$ cat config.mk
export PLATFORM = sky130hd
export DESIGN_NAME = cmdreg_twi_slave
export DESIGN_NICKNAME = d
export VERILOG_FILES = /design/src/rtl/cmdreg_pkg.sv /design/src/rtl/twi_line_sync.sv /design/src/rtl/twi_link_fsm.sv /design/src/rtl/twi_word_reg.sv /design/src/rtl/cmd_regfile.sv /design/src/rtl/cmdreg_twi_slave.sv
export SDC_FILE = /design/constraint.sdc
export NUM_CORES = 1
export LEC_CHECK = 0
export ABC_CLOCK_PERIOD_IN_PS = 1850
export BUFFER_PORTS_ARGS = -buffer_cell sky130_fd_sc_hd__buf_2
export CORE_UTILIZATION = 37
export DETAILED_ROUTE_END_ITERATION = 12
export PLACE_DENSITY = 0.53
export SKIP_CTS_REPAIR_TIMING = 1
export SYNTH_ARGS = -nofsm -noshare
export SYNTH_HDL_FRONTEND = slang
export SYNTH_SLANG_ARGS = --single-unit
$ cat constraint.sdc
create_clock -name clk -period 1.85 [get_ports clk]
set_input_delay 0.4625 -clock clk [delete_from_list [all_inputs] [get_ports clk]]
set_output_delay 0.4625 -clock clk [all_outputs]
set_load 0.02 [all_outputs]
$ cat src/rtl/cmdreg_pkg.sv
// Package: shared constants and types for the two-wire command register slave.
// Assumes a 7-bit control field made of a fixed tag and a 3-bit device address.
package cmdreg_pkg;
    localparam int ADDR_W = 3;
    localparam logic [6-ADDR_W:0] CTRL_TAG = 4'b1011;

    // Byte index within a register transfer; the top value means "past the end".
    localparam int IDX_W = 2;
    localparam logic [IDX_W-1:0] IDX_LAST = 2'd2;

    localparam logic [7:0] CMD_DIV    = 8'h01;
    localparam logic [7:0] CMD_MUX    = 8'h02;
    localparam logic [7:0] CMD_BUS    = 8'h0D;
    localparam logic [7:0] CMD_COMMIT = 8'h3F;
    localparam logic [7:0] FILL_BYTE  = 8'hFF;

    typedef enum logic [2:0] {
        LK_IDLE,
        LK_CTRL,
        LK_CMD,
        LK_WDATA,
        LK_RDATA,
        LK_IGNORE
    } link_st_e;
endpackage

$ cat src/rtl/twi_line_sync.sv
// Module: brings SCL and SDA into the clock domain through a flip-flop chain
// and reports clock edges plus START and STOP conditions as one-cycle events.
// Assumes each bus phase lasts several system clocks; there is no glitch filter.
module twi_line_sync #(
    parameter int STAGES = 2
) (
    input  logic clk,
    input  logic rst_n,
    input  logic scl_in,
    input  logic sda_in,
    output logic scl_s,
    output logic sda_s,
    output logic scl_rise,
    output logic scl_fall,
    output logic start_evt,
    output logic stop_evt
);
    logic [STAGES-1:0] scl_ff;
    logic [STAGES-1:0] sda_ff;
    logic              scl_p;
    logic              sda_p;

    for (genvar g = 0; g < STAGES; g++) begin : g_stage
        if (g == 0) begin : g_first
            // First stage: capture the raw pad levels (idle bus is high).
            always_ff @(posedge clk) begin
                if (!rst_n) begin
                    scl_ff[g] <= 1'b1;
                    sda_ff[g] <= 1'b1;
                end else begin
                    scl_ff[g] <= scl_in;
                    sda_ff[g] <= sda_in;
                end
            end
        end else begin : g_next
            // Later stages: pass the level along the chain.
            always_ff @(posedge clk) begin
                if (!rst_n) begin
                    scl_ff[g] <= 1'b1;
                    sda_ff[g] <= 1'b1;
                end else begin
                    scl_ff[g] <= scl_ff[g-1];
                    sda_ff[g] <= sda_ff[g-1];
                end
            end
        end
    end

    assign scl_s = scl_ff[STAGES-1];
    assign sda_s = sda_ff[STAGES-1];

    // Previous synchronised levels, used for edge detection.
    always_ff @(posedge clk) begin
        if (!rst_n) begin
            scl_p <= 1'b1;
            sda_p <= 1'b1;
        end else begin
            scl_p <= scl_s;
            sda_p <= sda_s;
        end
    end

    // Edge and bus-condition decode.
    always_comb begin
        scl_rise  = scl_s & ~scl_p;
        scl_fall  = ~scl_s & scl_p;
        start_evt = scl_s & scl_p & sda_p & ~sda_s;
        stop_evt  = scl_s & scl_p & ~sda_p & sda_s;
    end
endmodule

$ cat src/rtl/twi_link_fsm.sv
// Module: bit and byte engine of the slave. Counts SCL pulses, assembles
// received bytes, matches the control byte, drives ACK, and shifts read bytes out.
// Assumes events from twi_line_sync. SDA drive changes only on SCL falling events
// or bus conditions. Reports command and data bytes to the register file.
module twi_link_fsm
    import cmdreg_pkg::*;
(
    input  logic             clk,
    input  logic             rst_n,
    input  logic             scl_s,
    input  logic             sda_s,
    input  logic             scl_rise,
    input  logic             scl_fall,
    input  logic             start_evt,
    input  logic             stop_evt,
    input  logic [ADDR_W-1:0] dev_addr,
    input  logic [7:0]       tx_byte,
    output logic             cmd_wr,
    output logic             dat_wr,
    output logic [7:0]       rx_byte,
    output logic [IDX_W-1:0] dat_idx,
    output logic [IDX_W-1:0] rd_idx,
    output logic             sda_low
);
    link_st_e    state;
    logic [3:0]  bitcnt;      // 0..7 data bits, 8 = ack slot, 9 = after ack sample
    logic [6:0]  shreg;
    logic [7:0]  rx_full;
    logic [6:0]  tx_rest;
    logic        txing;
    logic        ack_pend;
    logic        master_nack;

    // Byte as it stands once the current SDA sample is included.
    assign rx_full = {shreg, sda_s};

    // Main protocol sequencer.
    always_ff @(posedge clk) begin
        if (!rst_n) begin
            state       <= LK_IDLE;
            bitcnt      <= 4'd0;
            shreg       <= '0;
            tx_rest     <= '0;
            txing       <= 1'b0;
            ack_pend    <= 1'b0;
            master_nack <= 1'b1;
            sda_low     <= 1'b0;
            cmd_wr      <= 1'b0;
            dat_wr      <= 1'b0;
            rx_byte     <= '0;
            dat_idx     <= '0;
            rd_idx      <= '0;
        end else begin
            cmd_wr <= 1'b0;
            dat_wr <= 1'b0;
            if (dat_wr && dat_idx != IDX_LAST) begin
                dat_idx <= dat_idx + 1'b1;
            end
            if (start_evt) begin
                state    <= LK_CTRL;
                bitcnt   <= 4'd0;
                sda_low  <= 1'b0;
                ack_pend <= 1'b0;
                txing    <= 1'b0;
            end else if (stop_evt) begin
                state    <= LK_IDLE;
                bitcnt   <= 4'd0;
                sda_low  <= 1'b0;
                ack_pend <= 1'b0;
                txing    <= 1'b0;
            end else if (state != LK_IDLE) begin
                if (scl_rise) begin
                    if (bitcnt < 4'd8) begin
                        shreg  <= rx_full[6:0];
                        bitcnt <= bitcnt + 4'd1;
                        if (bitcnt == 4'd7) begin
                            unique case (state)
                                LK_CTRL: begin
                                    if (rx_full[7:1] == {CTRL_TAG, dev_addr}) begin
                                        ack_pend <= 1'b1;
                                        if (rx_full[0]) begin
                                            state  <= LK_RDATA;
                                            rd_idx <= '0;
                                        end else begin
                                            state <= LK_CMD;
                                        end
                                    end else begin
                                        state <= LK_IGNORE;
                                    end
                                end
                                LK_CMD: begin
                                    ack_pend <= 1'b1;
                                    cmd_wr   <= 1'b1;
                                    rx_byte  <= rx_full;
                                    dat_idx  <= '0;
                                    state    <= LK_WDATA;
                                end
                                LK_WDATA: begin
                                    ack_pend <= 1'b1;
                                    dat_wr   <= 1'b1;
                                    rx_byte  <= rx_full;
                                end
                                LK_RDATA: begin
                                    if (rd_idx != IDX_LAST) begin
                                        rd_idx <= rd_idx + 1'b1;
                                    end
                                end
                                default: ;
                            endcase
                        end
                    end else if (bitcnt == 4'd8) begin
                        master_nack <= sda_s;
                        bitcnt      <= 4'd9;
                    end
                end else if (scl_fall) begin
                    if (bitcnt == 4'd8) begin
                        sda_low  <= ack_pend;
                        ack_pend <= 1'b0;
                        txing    <= 1'b0;
                    end else if (bitcnt == 4'd9) begin
                        bitcnt  <= 4'd0;
                        sda_low <= 1'b0;
                        if (state == LK_RDATA) begin
                            if (!master_nack) begin
                                tx_rest <= tx_byte[6:0];
                                sda_low <= ~tx_byte[7];
                                txing   <= 1'b1;
                            end else begin
                                state <= LK_IGNORE;
                            end
                        end
                    end else if (txing && bitcnt != 4'd0) begin
                        sda_low <= ~tx_rest[6];
                        tx_rest <= {tx_rest[5:0], 1'b0};
                    end
                end
            end
        end
    end

    // the drive only moves while SCL is low, or on a bus condition.
    a_r9_drive_moves_scl_low: assert property (@(posedge clk) disable iff (!rst_n)
        (sda_low != $past(sda_low)) |-> (!$past(scl_s) || $past(start_evt || stop_evt)));

    // an idle or unaddressed slave never pulls the line.
    a_r1_quiet_unaddressed: assert property (@(posedge clk) disable iff (!rst_n)
        (state == LK_IGNORE || state == LK_IDLE) |-> !sda_low);

    // a received byte is either a command or a data byte, never both.
    a_r2_one_byte_kind: assert property (@(posedge clk) disable iff (!rst_n)
        !(cmd_wr && dat_wr));

    // the bit counter never leaves its nine-pulse frame.
    a_r8_bit_frame: assert property (@(posedge clk) disable iff (!rst_n)
        bitcnt <= 4'd9);
endmodule

$ cat src/rtl/twi_word_reg.sv
// Module: one configuration word of W bits (9..16), exposed as two bytes with
// the value left-aligned: the high byte holds the top 8 bits, and the low byte
// holds the rest in its upper positions, zero-filled below.
// Assumes at most one of wr_hi and wr_lo per cycle.
module twi_word_reg #(
    parameter int          W   = 10,
    parameter logic [W-1:0] RST = '0
) (
    input  logic         clk,
    input  logic         rst_n,
    input  logic         wr_hi,
    input  logic         wr_lo,
    input  logic [7:0]   wdata,
    output logic [W-1:0] q,
    output logic [7:0]   rd_hi,
    output logic [7:0]   rd_lo
);
    localparam int PAD = 16 - W;

    logic [15:0] padded;

    assign padded = 16'(q) << PAD;
    assign rd_hi  = padded[15:8];
    assign rd_lo  = padded[7:0];

    // Value storage: replace the addressed byte of the left-aligned word.
    always_ff @(posedge clk) begin
        if (!rst_n) begin
            q <= RST;
        end else if (wr_hi) begin
            q <= W'({wdata, padded[7:0]} >> PAD);
        end else if (wr_lo) begin
            q <= W'({padded[15:8], wdata} >> PAD);
        end
    end

    // the value changes only in the cycle after a byte write.
    a_r10_change_needs_write: assert property (@(posedge clk) disable iff (!rst_n)
        (q != $past(q)) |-> $past(wr_hi || wr_lo));

    // an upper-byte write leaves the low bits as they were.
    a_r4_hi_keeps_low: assert property (@(posedge clk) disable iff (!rst_n)
        $past(wr_hi) |-> (q[W-9:0] == $past(q[W-9:0])));
endmodule

$ cat src/rtl/cmd_regfile.sv
// Module: holds the latched command and the DIV, MUX and BUS registers. It
// applies data bytes by command and byte index, picks the byte to send on
// reads, and raises the write and commit strobes.
// Assumes cmd_wr and dat_wr are one-cycle pulses from the link engine.
module cmd_regfile
    import cmdreg_pkg::*;
#(
    parameter int              DIV_W   = 10,
    parameter int              MUX_W   = 10,
    parameter logic [DIV_W-1:0] DIV_RST = 10'h155,
    parameter logic [MUX_W-1:0] MUX_RST = 10'h0AA,
    parameter logic [7:0]      BUS_RST = 8'h00
) (
    input  logic             clk,
    input  logic             rst_n,
    input  logic             cmd_wr,
    input  logic             dat_wr,
    input  logic [7:0]       rx_byte,
    input  logic [IDX_W-1:0] dat_idx,
    input  logic [IDX_W-1:0] rd_idx,
    output logic [7:0]       tx_byte,
    output logic [DIV_W-1:0] div_q,
    output logic [MUX_W-1:0] mux_q,
    output logic [7:0]       bus_q,
    output logic             div_wr,
    output logic             mux_wr,
    output logic             bus_wr,
    output logic             commit_req
);
    logic [7:0] cmd_q;
    logic       div_hi_we, div_lo_we, mux_hi_we, mux_lo_we, bus_we;
    logic [7:0] div_hi_b, div_lo_b, mux_hi_b, mux_lo_b;

    // Byte-enable decode from the latched command and the byte index.
    always_comb begin
        div_hi_we = dat_wr && cmd_q == CMD_DIV && dat_idx == 2'd0;
        div_lo_we = dat_wr && cmd_q == CMD_DIV && dat_idx == 2'd1;
        mux_hi_we = dat_wr && cmd_q == CMD_MUX && dat_idx == 2'd0;
        mux_lo_we = dat_wr && cmd_q == CMD_MUX && dat_idx == 2'd1;
        bus_we    = dat_wr && cmd_q == CMD_BUS && dat_idx == 2'd0;
    end

    twi_word_reg #(.W(DIV_W), .RST(DIV_RST)) u_div (
        .clk(clk), .rst_n(rst_n), .wr_hi(div_hi_we), .wr_lo(div_lo_we),
        .wdata(rx_byte), .q(div_q), .rd_hi(div_hi_b), .rd_lo(div_lo_b)
    );

    twi_word_reg #(.W(MUX_W), .RST(MUX_RST)) u_mux (
        .clk(clk), .rst_n(rst_n), .wr_hi(mux_hi_we), .wr_lo(mux_lo_we),
        .wdata(rx_byte), .q(mux_q), .rd_hi(mux_hi_b), .rd_lo(mux_lo_b)
    );

    // Command latch, BUS register and event strobes.
    always_ff @(posedge clk) begin
        if (!rst_n) begin
            cmd_q      <= 8'h00;
            bus_q      <= BUS_RST;
            div_wr     <= 1'b0;
            mux_wr     <= 1'b0;
            bus_wr     <= 1'b0;
            commit_req <= 1'b0;
        end else begin
            if (cmd_wr) begin
                cmd_q <= rx_byte;
            end
            if (bus_we) begin
                bus_q <= rx_byte;
            end
            div_wr     <= div_hi_we | div_lo_we;
            mux_wr     <= mux_hi_we | mux_lo_we;
            bus_wr     <= bus_we;
            commit_req <= cmd_wr && rx_byte == CMD_COMMIT;
        end
    end

    // Read-byte selection by command and byte index.
    always_comb begin
        tx_byte = FILL_BYTE;
        unique case (cmd_q)
            CMD_DIV: if (rd_idx == 2'd0) tx_byte = div_hi_b;
                     else if (rd_idx == 2'd1) tx_byte = div_lo_b;
            CMD_MUX: if (rd_idx == 2'd0) tx_byte = mux_hi_b;
                     else if (rd_idx == 2'd1) tx_byte = mux_lo_b;
            CMD_BUS: if (rd_idx == 2'd0) tx_byte = bus_q;
            default: ;
        endcase
    end

    // a commit request lasts exactly one cycle.
    a_r6_commit_single: assert property (@(posedge clk) disable iff (!rst_n)
        commit_req |=> !commit_req);

    // the BUS value changes only together with its strobe.
    a_r5_bus_change_strobed: assert property (@(posedge clk) disable iff (!rst_n)
        (bus_q != $past(bus_q)) |-> bus_wr);
endmodule

$ cat src/rtl/cmdreg_twi_slave.sv
// Module: top of the two-wire command register slave. It joins the line
// synchroniser, the link engine and the register file. The device address is
// taken from the low bits of the BUS register.
// Assumes an external open-drain pad: a high sda_drive_low pulls SDA low.
module cmdreg_twi_slave
    import cmdreg_pkg::*;
#(
    parameter int              SYNC_STAGES = 2,
    parameter int              DIV_W       = 10,
    parameter int              MUX_W       = 10,
    parameter logic [DIV_W-1:0] DIV_RST     = 10'h155,
    parameter logic [MUX_W-1:0] MUX_RST     = 10'h0AA,
    parameter logic [7:0]      BUS_RST     = 8'h00
) (
    input  logic             clk,
    input  logic             rst_n,
    input  logic             scl_in,
    input  logic             sda_in,
    output logic             sda_drive_low,
    output logic [DIV_W-1:0] div_q,
    output logic [MUX_W-1:0] mux_q,
    output logic [7:0]       bus_q,
    output logic             div_wr,
    output logic             mux_wr,
    output logic             bus_wr,
    output logic             commit_req
);
    logic             scl_s, sda_s, scl_rise, scl_fall, start_evt, stop_evt;
    logic             cmd_wr, dat_wr;
    logic [7:0]       rx_byte, tx_byte;
    logic [IDX_W-1:0] dat_idx, rd_idx;

    twi_line_sync #(.STAGES(SYNC_STAGES)) u_sync (
        .clk(clk), .rst_n(rst_n), .scl_in(scl_in), .sda_in(sda_in),
        .scl_s(scl_s), .sda_s(sda_s), .scl_rise(scl_rise), .scl_fall(scl_fall),
        .start_evt(start_evt), .stop_evt(stop_evt)
    );

    twi_link_fsm u_link (
        .clk(clk), .rst_n(rst_n), .scl_s(scl_s), .sda_s(sda_s),
        .scl_rise(scl_rise), .scl_fall(scl_fall),
        .start_evt(start_evt), .stop_evt(stop_evt),
        .dev_addr(bus_q[ADDR_W-1:0]), .tx_byte(tx_byte),
        .cmd_wr(cmd_wr), .dat_wr(dat_wr), .rx_byte(rx_byte),
        .dat_idx(dat_idx), .rd_idx(rd_idx), .sda_low(sda_drive_low)
    );

    cmd_regfile #(
        .DIV_W(DIV_W), .MUX_W(MUX_W),
        .DIV_RST(DIV_RST), .MUX_RST(MUX_RST), .BUS_RST(BUS_RST)
    ) u_regs (
        .clk(clk), .rst_n(rst_n), .cmd_wr(cmd_wr), .dat_wr(dat_wr),
        .rx_byte(rx_byte), .dat_idx(dat_idx), .rd_idx(rd_idx),
        .tx_byte(tx_byte), .div_q(div_q), .mux_q(mux_q), .bus_q(bus_q),
        .div_wr(div_wr), .mux_wr(mux_wr), .bus_wr(bus_wr),
        .commit_req(commit_req)
    );
endmodule

==> flow_summary.ini <==
[outcome]
status = complete, no violations

[clock_tree]
cts_tree = done
htree_levels = 3
insertion_delay_ps = 350
clock-sinks = 85
clkTransAtPathRegs_ps = 60
clock_path_buffers = 2
cts_buffers = 9
cts-root-buf = clkbuf_16

[worst_setup_path]
crit_slowest_cell = or3_1
crit_arrival_ps = 2020
worst_setup_path_start_kind = register
critPathKind = register to register
max_stage_delay_ps = 370
critPathCaptureType = register
r2r-start = u_link.rd_idx[0]$_SDFFE_PN0P_
worst-endpoint-required_ps = 2090
crit_chain = buf_4 -> ha_2 -> buf_4 -> nand2b_1 -> o221ai_1 -> a21oi_1 -> or3_1 -> a32o_1
worstReg2RegEnd = u_link.tx_rest[6]$_SDFFE_PN0P_
r2r_slack_ps = 70
reg2regPathDepth = 8
critPathMaxFanout = 4
crit_top_cell = buf_4

[hold_path]
hold_depth = 2
min_from = scl_in
min_delay_worst_endpoint = u_sync.scl_ff[0]$_SDFF_PN1_
worst_hold_path_type = primary input to register

[grt]
grt_pass1_wl_um = 17900
grtUsageTotal_pct = 20.1
grt_pass1_vias = 3458
grt_antenna_before_repair = 0
grt_max_degree = 42
grt-ovfl-total = 0

[placed_design]
place.gp.congestion = 0.869
hpwl_um = 7960
place_ws_ps = -25.0
portBuffers = 36

[synth]
syn_nets = 481
ys_top_cells_by_area = dfxtp_1 41%, mux2i_1 9.1%, nor2b_1 6.0%, ha_1 3.6%, nand2_1 3.3%
synth_enable_flop_cells = 0
ys_seq_area_share_pct = 40.7
yosysWarningCount = 0
netlist.area_leader.share_pct = 40.7
syn_avg_cell_area_um2 = 8.99
ys.flop_type = dfxtp_1
ys_async_sr_fraction_pct = 0
yosysTopAreaCell = dfxtp_1
synthCells = 465
yosys_register_bits = 85
syn_area_mm2 = 0.00418
synthTopCellsByCount = 85 x dfxtp_1, 40 x nor2b_1, 38 x mux2i_1
synth_cell_types = 57
yosysMostFrequentCell = dfxtp_1

[timing]
setup_viol = 0
final.setup_skew_ps = 11.6
rsz0062_at_grt = yes
worstMarginPinSlew_ps = 537
finalWorstSetupSlack_ps = 67.7
relSlewSlack_pct = 64.1
fmaxAchievable_mhz = 561
slew_viol_final = 0
min_period_ps = 1780
min_period_over_period_pct = 96.3
hold_viol_final = 0
totalNegativeSetupSlack_ps = 0

[finish]
final_net_count = 553
n_antenna_cell = 0
final-seq-area_mm2 = 0.00171
multi_input_area_mm2 = 0.00244
area_growth_pct = 25.2
drive_gt1_share_pct = 25.6
final_core_util_pct = 47.9
n_fill_cell = 1070

[floorplanning]
rows = 38
dieArea_mm2 = 0.0117
core-area_mm2 = 0.0109
die_w_um = 108
fp.dieH_um = 108
ios = 37
initial_core_util_pct = 38.2

[routing]
drtAntennaViolNets = 0
wl_um = 11000
avgViaCountPerCell = 5.28
wl_per_cell_um = 16.1
drt_iter0_markers = 151
dr.pass1.iters = 5
drc = 0
num_vias = 3602

[power_and_ir_drop]
peakVddDrop_v = 0.000712
powerDensity_mw_per_mm2 = 702
leakage_nw = 2.00

[job]
max-cap-violations = 0
[per-stage QoR]
step	instances	total power [mW]	hold WS [ps]	instance area (um2)
6_report	682	3.68	296	5240
5_1_grt	682	3.80	301	5240
4_1_cts	677	3.73	287	5060
3_5_place_dp	661	1.98	396	4780
3_3_place_gp	661	1.98	396	4780
2_1_floorplan	465	1.95	386	4180
[cell usage in the layout (no fill, tap or decap), types with 3 or more instances in the layout]
master	instances
dfxtp_1	81
nand2b_1	19
nor2b_1	40
nand4b_1	3
buf_2	36
o21ai_0	26
nor4_2	3
o21a_1	4
nand3b_1	3
buf_4	46
xor2_1	4
nor2_1	21
nand2_1	36
o22ai_1	5
a32o_1	6
a21boi_0	14
mux2i_1	37
clkbuf_16	9
ha_1	9
nor3_1	9
dfxtp_2	4
o211ai_1	5
nand3_1	13
and2_1	3
a21oi_1	18
a2bb2oi_1	4
inv_1	13
[final cells by class]
cell class	instances	area share [%]
Clock buffer	9	4.30
Sequential cell	85	32.6
Timing Repair Buffer	86	11.1
Clock inverter	7	1.10
Tap cell	140	3.35
Multi-Input combinational cell	341	46.5
Inverter	14	1.00
[how the worst max path moves through the flow]
stage	end	slack [ps]	cells after the start	startpoint
2_1_floorplan	u_link.tx_rest[6]$_SDFFE_PN0P_	5	7	u_link.rd_idx[0]$_SDFFE_PN0P_
3_3_place_gp	u_link.tx_rest[6]$_SDFFE_PN0P_	50	4	u_regs.cmd_q[2]$_SDFFE_PN0P_
3_5_place_dp	u_link.tx_rest[3]$_SDFFE_PN0P_	-30	6	u_sync.scl_p$_SDFF_PN1_
4_1_cts	u_link.tx_rest[5]$_SDFFE_PN0P_	-50	6	u_sync.scl_p$_SDFF_PN1_
5_1_grt	u_link.tx_rest[6]$_SDFFE_PN0P_	-20	6	u_link.bitcnt[1]$_SDFFE_PP0P_
6_report	u_link.tx_rest[6]$_SDFFE_PN0P_	70	8	u_link.rd_idx[0]$_SDFFE_PN0P_
[where the power goes]
part / leakage, nW / total [mW] / switching [mW] / internal [mW]
Clock: 0.134 / 1.73 / 0.803 / 0.928
Sequential: 0.688 / 1.84 / 0.00519 / 1.84
Combinational: 1.17 / 0.105 / 0.0622 / 0.0424
[cells by family (layout without fill, tap and decap cells)]
group,Yosys count,in the layout,synth area share [%]
buffers and inverters,39,116,3.80
AOI/OAI and AO/OA,105,105,16.7
xor gates and xnor gates,6,6,1.26
DFF,85,85,40.7
and+or+nand+nor,180,180,24.9
muxes,38,38,9.10
adders and majority gates,12,12,3.59
[registers in the layout, indices dropped and copies added (netlist names), 2 cells and up]
name and flops:
u_regs.u_div.q 10, u_regs.u_mux.q 10, u_link.rx_byte 8, u_regs.bus_q 8, u_regs.cmd_q 8, u_link.shreg 7, u_link.tx_rest 7, u_link.bitcnt 4
u_link.state 3, u_link.dat_idx 2, u_link.rd_idx 2
[metal layers]
metal | wire, um | track usage (%) | up-vias | share of wire [%]
li1 | - | - | 1790 | -
met1 | 5540 | 27.9 | 1738 | 50
met4 | 131 | 5.79 | 0 | 1.2
met2 | 4900 | 31.4 | 64 | 45
met3 | 415 | 3.98 | 10 | 3.8
met5 | 0 | 0 | - | 0
[worst max-delay path: cells and delay by family, from the launching register on]
| family | cells | cell delay, ps |
|---|---|---|
| flops | 1 | 320 |
| buf+inv | 2 | 230 |
| fa+ha+maj | 1 | 170 |
| compound gates | 3 | 510 |
| simple gates | 2 | 450 |
Note: power is estimated with default switching activity, not from simulation.
